**src/rtl/prio_res_pkg.sv**
```systemverilog
package prio_res_pkg;
    localparam int          ID_W        = 10;
    localparam logic [9:0]  SPURIOUS_ID = 10'd1023;

    typedef enum logic [1:0] {
        SIG_IDLE = 2'd0,
        SIG_IRQ  = 2'd1,
        SIG_FIQ  = 2'd2
    } sig_state_e;
endpackage

```
**src/rtl/prio_pick.sv**
```systemverilog
// Finds the most urgent eligible source for one CPU.
module prio_pick
    import prio_res_pkg::*;
#(
    parameter int N_IRQ   = 64,
    parameter int N_CPU   = 2,
    parameter int PRIO_W  = 8,
    parameter int CPU_IDX = 0
) (
    input  logic [N_IRQ-1:0]        pend_i,
    input  logic [N_IRQ-1:0]        en_i,
    input  logic [N_IRQ-1:0]        grp_i,
    input  logic [N_IRQ*PRIO_W-1:0] prio_i,
    input  logic [N_IRQ*N_CPU-1:0]  tgt_i,
    output logic [ID_W-1:0]         best_id_o,
    output logic [PRIO_W:0]         best_prio_o,
    output logic                    best_grp_o
);
    localparam logic [PRIO_W:0] SENTINEL = {1'b1, {PRIO_W{1'b0}}};

    always_comb begin
        best_id_o   = SPURIOUS_ID;
        best_prio_o = SENTINEL;
        best_grp_o  = 1'b0;
        for (int i = 0; i < N_IRQ; i++) begin
            // strict compare keeps the lower ID on a tie
            if (pend_i[i] && en_i[i] && tgt_i[i*N_CPU + CPU_IDX] &&
                ({1'b0, prio_i[i*PRIO_W +: PRIO_W]} < best_prio_o)) begin
                best_id_o   = ID_W'(i);
                best_prio_o = {1'b0, prio_i[i*PRIO_W +: PRIO_W]};
                best_grp_o  = grp_i[i];
            end
        end
    end
endmodule

```
**src/rtl/prio_route.sv**
```systemverilog
// Mask stage, preemption stage and line selection for one CPU.
module prio_route
    import prio_res_pkg::*;
#(
    parameter int PRIO_W = 8
) (
    input  logic              clk,
    input  logic              rst_n,
    input  logic [ID_W-1:0]   best_id_i,
    input  logic [PRIO_W:0]   best_prio_i,
    input  logic              best_grp_i,
    input  logic [1:0]        dist_en_i,
    input  logic [1:0]        cpu_en_i,
    input  logic              fiq_en_i,
    input  logic [PRIO_W-1:0] pmask_i,
    input  logic [PRIO_W-1:0] rprio_i,
    output logic              irq_o,
    output logic              fiq_o,
    output logic [ID_W-1:0]   cur_id_o
);
    sig_state_e state_q, state_d;
    logic       any_on, pass_mask, pass_run, grp_ok;

    assign any_on    = (|dist_en_i) && (|cpu_en_i);
    assign pass_mask = best_prio_i < {1'b0, pmask_i};
    assign pass_run  = best_prio_i < {1'b0, rprio_i};
    assign grp_ok    = dist_en_i[best_grp_i] && cpu_en_i[best_grp_i];

    // transition choice: drop / raise_fiq / raise_irq
    always_comb begin
        if (!any_on || !pass_mask || !pass_run || !grp_ok)
            state_d = SIG_IDLE;
        else if (!best_grp_i && fiq_en_i)
            state_d = SIG_FIQ;
        else
            state_d = SIG_IRQ;
    end

    always_ff @(posedge clk or negedge rst_n) begin
        if (!rst_n) begin
            state_q  <= SIG_IDLE;
            cur_id_o <= SPURIOUS_ID;
        end else begin
            state_q  <= state_d;
            cur_id_o <= pass_mask ? best_id_i : SPURIOUS_ID;
        end
    end

    always_comb begin
        irq_o = 1'b0;
        fiq_o = 1'b0;
        unique case (state_q)
            SIG_IDLE: ;
            SIG_IRQ:  irq_o = 1'b1;
            SIG_FIQ:  fiq_o = 1'b1;
            default:  ;
        endcase
    end
endmodule

```
**src/rtl/prio_resolver.sv**
```systemverilog
module prio_resolver
    import prio_res_pkg::*;
#(
    parameter int N_IRQ  = 64,
    parameter int N_CPU  = 2,
    parameter int PRIO_W = 8
) (
    input  logic                    clk,
    input  logic                    rst_n,
    input  logic [N_IRQ-1:0]        pend_i,
    input  logic [N_IRQ-1:0]        en_i,
    input  logic [N_IRQ-1:0]        grp_i,
    input  logic [N_IRQ*PRIO_W-1:0] prio_i,
    input  logic [N_IRQ*N_CPU-1:0]  tgt_i,
    input  logic [1:0]              dist_grp_en_i,
    input  logic [2*N_CPU-1:0]      cpu_grp_en_i,
    input  logic [N_CPU-1:0]        cpu_fiq_en_i,
    input  logic [N_CPU*PRIO_W-1:0] pmask_i,
    input  logic [N_CPU*PRIO_W-1:0] rprio_i,
    output logic [N_CPU-1:0]        irq_o,
    output logic [N_CPU-1:0]        fiq_o,
    output logic [N_CPU*ID_W-1:0]   cur_id_o
);
    for (genvar c = 0; c < N_CPU; c++) begin : g_cpu
        logic [ID_W-1:0] best_id;
        logic [PRIO_W:0] best_prio;
        logic            best_grp;

        prio_pick #(
            .N_IRQ(N_IRQ), .N_CPU(N_CPU), .PRIO_W(PRIO_W), .CPU_IDX(c)
        ) u_pick (
            .pend_i(pend_i), .en_i(en_i), .grp_i(grp_i),
            .prio_i(prio_i), .tgt_i(tgt_i),
            .best_id_o(best_id), .best_prio_o(best_prio), .best_grp_o(best_grp)
        );

        prio_route #(.PRIO_W(PRIO_W)) u_route (
            .clk(clk), .rst_n(rst_n),
            .best_id_i(best_id), .best_prio_i(best_prio), .best_grp_i(best_grp),
            .dist_en_i(dist_grp_en_i),
            .cpu_en_i(cpu_grp_en_i[c*2 +: 2]),
            .fiq_en_i(cpu_fiq_en_i[c]),
            .pmask_i(pmask_i[c*PRIO_W +: PRIO_W]),
            .rprio_i(rprio_i[c*PRIO_W +: PRIO_W]),
            .irq_o(irq_o[c]), .fiq_o(fiq_o[c]),
            .cur_id_o(cur_id_o[c*ID_W +: ID_W])
        );
    end
endmodule

```
**config.mk**
```make
export PLATFORM = sky130hd
export DESIGN_NAME = prio_resolver
export DESIGN_NICKNAME = d
export VERILOG_FILES = /design/src/rtl/prio_res_pkg.sv /design/src/rtl/prio_pick.sv /design/src/rtl/prio_route.sv /design/src/rtl/prio_resolver.sv
export SDC_FILE = /design/constraint.sdc
export NUM_CORES = 2
export LEC_CHECK = 0
export ABC_AREA = 1
export CAP_MARGIN = 20
export CELL_PAD_IN_SITES_DETAIL_PLACEMENT = 1
export CELL_PAD_IN_SITES_GLOBAL_PLACEMENT = 1
export CORE_AREA = 2 2 395 299
export CTS_CLUSTER_SIZE = 24
export DETAILED_ROUTE_END_ITERATION = 7
export DIE_AREA = 0 0 397 301
export PLACE_DENSITY = 0.95
export SLEW_MARGIN = 20
export SYNTH_ARGS = -nofsm -noshare
export SYNTH_HDL_FRONTEND = slang
export SYNTH_SLANG_ARGS = --single-unit
export TNS_END_PERCENT = 20
```
**constraint.sdc**
```tcl
create_clock -name clk -period 1.37 [get_ports clk]
set_clock_uncertainty 0.15 [all_clocks]
set_input_delay 0.274 -clock clk [delete_from_list [all_inputs] [get_ports clk]]
set_output_delay 0.274 -clock clk [all_outputs]
set_load 0.005 [all_outputs]
```
==> results.yml, run 1 <==
synthesis:
  synthAdderAreaFrac_pct: 21.0
  synth_top_area_share_pct: 21.0
  ys_ff_latch: 18
  synth_compound_area_share_pct: 18.3
  synth_area_leaders: "ha_1 (21%), nand2_1 (17%), inv_1 (10%), o21ai_0 (9.3%), nand3_1 (8.8%)"
  syn_inst: 8130
  synth_top_flop_cell: "dfstp_2"
  mappedNetlistArea_um2: 47000
  avgSynthCellArea_um2: 5.79
  yosys.area.top_type: "ha_1"
  synth_mux_area_share_pct: 0
  synthSimpleGateAreaFrac_pct: 43.5
  synth-xor-area-share_pct: 0
  synth_cell_types: 65
  synth_nets: 9794
  synth_top_family_by_area: "simple AND/OR/NAND/NOR gates"
  yosys_warnings: 0
  async_reset_ff_share_pct: 100
  synth-edff-count: 0
  ys_seq_area_share_pct: 0.995
outcome:
  haltStage: "detailed placement (3_5_place_dp)"
  toolErrorMsg: "[ERROR DPL-0033] detailed placement checks failed during check placement."
  status: "did not finish"
placed_design:
  io_buffer_count: 897
  dp.final_hpwl_um: 389000
  gp_congestion: 1.09
floorplan:
  io-pin-count: 898
  die-height_um: 301
  initial_core_util_pct: 40.8
  num_rows: 108
  fp.dieW_um: 397
## cells in the mapped netlist, types with 6 or more instances
| cell | n |
|---|---|
| a211oi_4 | 33 |
| nand2_1 | 2138 |
| nor2_1 | 243 |
| nand2_4 | 133 |
| ha_1 | 790 |
| clkbuf_1 | 15 |
| dfstp_2 | 14 |
| a21o_1 | 27 |
| a21oi_1 | 322 |
| nor3_1 | 40 |
| inv_2 | 143 |
| nor2_2 | 104 |
| nor3b_2 | 31 |
| nor3b_1 | 13 |
| clkinv_1 | 9 |
| nor2_4 | 59 |
| inv_1 | 1250 |
| nand3_2 | 16 |
| o21ai_1 | 115 |
| nand4_1 | 21 |
| o21ai_0 | 877 |
| inv_4 | 47 |
| a211oi_1 | 11 |
| o211ai_1 | 6 |
| buf_4 | 24 |
| buf_6 | 69 |
| clkbuf_8 | 67 |
| a31oi_1 | 9 |
| o21ai_2 | 52 |
| nand2_2 | 540 |
| a211oi_2 | 14 |
| nand3_1 | 828 |
## metrics by stage
stage / worst slack [ns] / std cells / hold slack (ns) / instance area [um2] / setup TNS (ns)
after global placement: -77.65 / 12900 / 0.483 / 75600 / -1348.10
after floorplan: -74.56 / 8130 / -0.172 / 47900 / -1339.26
## cell families after synthesis
| group | count (synthesis) |
|---|---|
| and+or+nand+nor | 4187 |
| buffers and inverters | 1635 |
| AOI/OAI and AO/OA | 1500 |
| adders and majority gates | 790 |
| DFF | 18 |
==> run 2, diff against run 1 <==
--- a/config.mk
+++ b/config.mk
@@ -7,13 +7,10 @@
 export LEC_CHECK = 0
 export ABC_AREA = 1
 export CAP_MARGIN = 20
-export CELL_PAD_IN_SITES_DETAIL_PLACEMENT = 1
-export CELL_PAD_IN_SITES_GLOBAL_PLACEMENT = 1
-export CORE_AREA = 2 2 395 299
-export CTS_CLUSTER_SIZE = 24
+export CORE_AREA = 2 2 370 372
 export DETAILED_ROUTE_END_ITERATION = 7
-export DIE_AREA = 0 0 397 301
-export PLACE_DENSITY = 0.95
+export DIE_AREA = 0 0 372 374
+export PLACE_DENSITY_LB_ADDON = 0.15
 export SLEW_MARGIN = 20
 export SYNTH_ARGS = -nofsm -noshare
 export SYNTH_HDL_FRONTEND = slang
==> run 2 against run 1 <==
The flow now finishes, with violations (setup timing). Synthesized cell count did not move. Synthesized area unchanged.
==> results.yml, run 2 <==
setup_path:
  crit_path_frequent_cell: "nand2_1"
  criticalPathCategory: "in2reg"
  startpoint_type: "primary input"
  slowest_stage: "a211oi_4"
  critPathRequiredTime_ns: 1.40
  critPathMaxFanout: 10
  critPathCaptureType: "flip-flop"
  arrival_ns: 73.04
  slowest_delay_ns: 0.36
  critPathLaunch: "pend_i[0]"
synthesis:
  synth_top_area_share_pct: 21.0
  mappedNetlistArea_um2: 47000
  synth_most_common_cell: "nand2_1"
  async_reset_ff_share_pct: 100
  avgSynthCellArea_um2: 5.79
  ys_seq_area_share_pct: 0.995
  synthTopCellsByCount: "nand2_1 (2,138), inv_1 (1,250), o21ai_0 (877)"
  synth_cell_types: 65
  syn_inst: 8130
  yosys.area.top_type: "ha_1"
  synth-edff-count: 0
  synth_nets: 9794
  ys_ff_latch: 18
  synth_area_leaders: "ha_1 (21%), nand2_1 (17%), inv_1 (10%), o21ai_0 (9.3%), nand3_1 (8.8%)"
  synth_top_flop_cell: "dfstp_2"
  yosys_warnings: 0
cts:
  h-tree-depth: 1
  ctsHoldBuffers: 0
  clkSinkCount: 18
  numCtsBuffers: 3
  clk_pin_slew_ns: 0.05
  cts_buffer_depth: 2
  root_buffer: "clkbuf_16"
  cts_tree: "built"
floorplan:
  fp.dieArea_um2: 139000
  io-pin-count: 898
  coreArea_um2: 135000
  die-height_um: 374
  num_rows: 135
  initial_core_util_pct: 34.9
  fp.dieW_um: 372
placed_design:
  gp_congestion: 1.01
  io_buffer_count: 897
  pre_cts_slack_ns: -80.75
  dp.final_hpwl_um: 209000
  dp.cells: 13300
timing:
  setup_viol: 22
  final_hold_viol_count: 0
  setup_slack_ns: -71.64
  rsz0062_at_grt: "yes"
  slew_headroom_pct: 45.2
  finalWorstPathRequiredPeriod_ns: 73.01
  drv_slew: 0
  worstMarginPinSlew_ns: 0.816
  period_share_pct: 5330
  max_freq_mhz: 13.7
routing:
  drtPass1Iterations: 6
  routed_wl_um: 247000
  ant_nets: 0
  wl_per_cell_um: 17.8
  vias: 68400
  vias_per_cell: 4.93
  drt_iter0_drc: 3637
  drcViolationCount: 0
final_layout:
  largestRegisters: "g_cpu.u_route.cur_id_o x14, g_cpu.u_route.state_q x4"
  top_register: "g_cpu.u_route.cur_id_o"
  final_cell_mix: "buf_4 (3,025), nand2_1 (1,955), inv_1 (1,203)"
  largest_register_ffs: 14
  layout-drive-gt1-share_pct: 45.3
  nets: 13700
  area_growth_pct: 87.5
  fin_cells: 13900
  layout_commonest_cell: "buf_4"
global_routing:
  grt_pass1_wl_um: 356000
  grtUsageTotal_pct: 32.3
  overflow: 0
  grt_antenna_before_repair: 70
  grt_max_degree: 19
  grt_pass1_vias: 65200
outcome:
  status: "finished, violations left"
  violations: "setup timing"
power:
  power_density_nw_per_um2: 1950
  p_leak_nw: 47.0
  ir_drop_mv: 0.868
run:
  cap_violations: 0
hold_path:
  hp-class: "in2async"
run 2: timing repair:
action	in CTS	in global routing
setup buffers	174	268
resized for setup	641	1305
endpoints found under the setup margin	42	28
cloned	41	49
pin swaps	148	551
run 2: through the flow:
stage               util, %  hold slack [ns]  power, mW  setup TNS, ns  instance area (um2)
global route           65.4            0.249        189       -1367.04                88200
CTS                    59.5            0.209        149       -1303.08                80200
floorplan                 -           -0.172       79.1       -1339.26                47900
global placement       57.2            0.475        139       -1379.05                77100
detailed placement     57.2            0.466        141       -1405.13                77100
finish                 65.4            0.213        172       -1278.36                88200
run 2: cell families after synthesis:
logic type	Yosys count	synth area share, %
DFF	18	0.995
AOI/OAI and AO/OA	1500	18.3
and+or+nand+nor	4187	43.5
buffers and inverters	1635	16.2
adders and majority gates	790	21.0
run 2: cell type report:
cell class                      instances  area (um2)
Clock buffer                            4        88.8
Antenna cell                           34        85.1
Inverter                             1456        5930
Timing Repair Buffer                 4006       32700
Tap cell                             1781        2230
Sequential cell                        18         468
Multi-Input combinational cell       6530       46500
Timing Repair inverter                 35         218
Fill cell                           12200       46700
run 2: routing by layer:
layer  track usage [%]  up-vias  wire length (um)
li1                  -    34300                 -
met1              36.3    31400             94900
met2              58.5     1947            122000
met3              5.16      668             15000
met4              15.9       72             14900
met5                 0        -               439
run 2: where the power goes:
group / internal [mW] / switching (mW) / total [mW]
sequential: 0.875 / 0.104 / 0.978
clock: 0.444 / 0.186 / 0.630
combinational: 84.4 / 85.9 / 170
run 2: critical path, delay by kind of cell:
family	cells	cell delay, ns
and+or+nand+nor	286	24.21
adders and majority gates	64	16.94
AOI/OAI and AO/OA	136	21.30
buffers and inverters	103	10.00
run 2: final timing paths:
kind	cells past startpoint	endpoint
worst max-delay path	589	g_cpu[1].u_route.state_q[0]
worst min-delay path	2	g_cpu[0].u_route.state_q[0]
max in group asynchronous	2	g_cpu[1].u_route.cur_id_o[0]
min in group clk	3	g_cpu[0].u_route.state_q[1]
No activity file was read; power rests on OpenSTA's default activity.
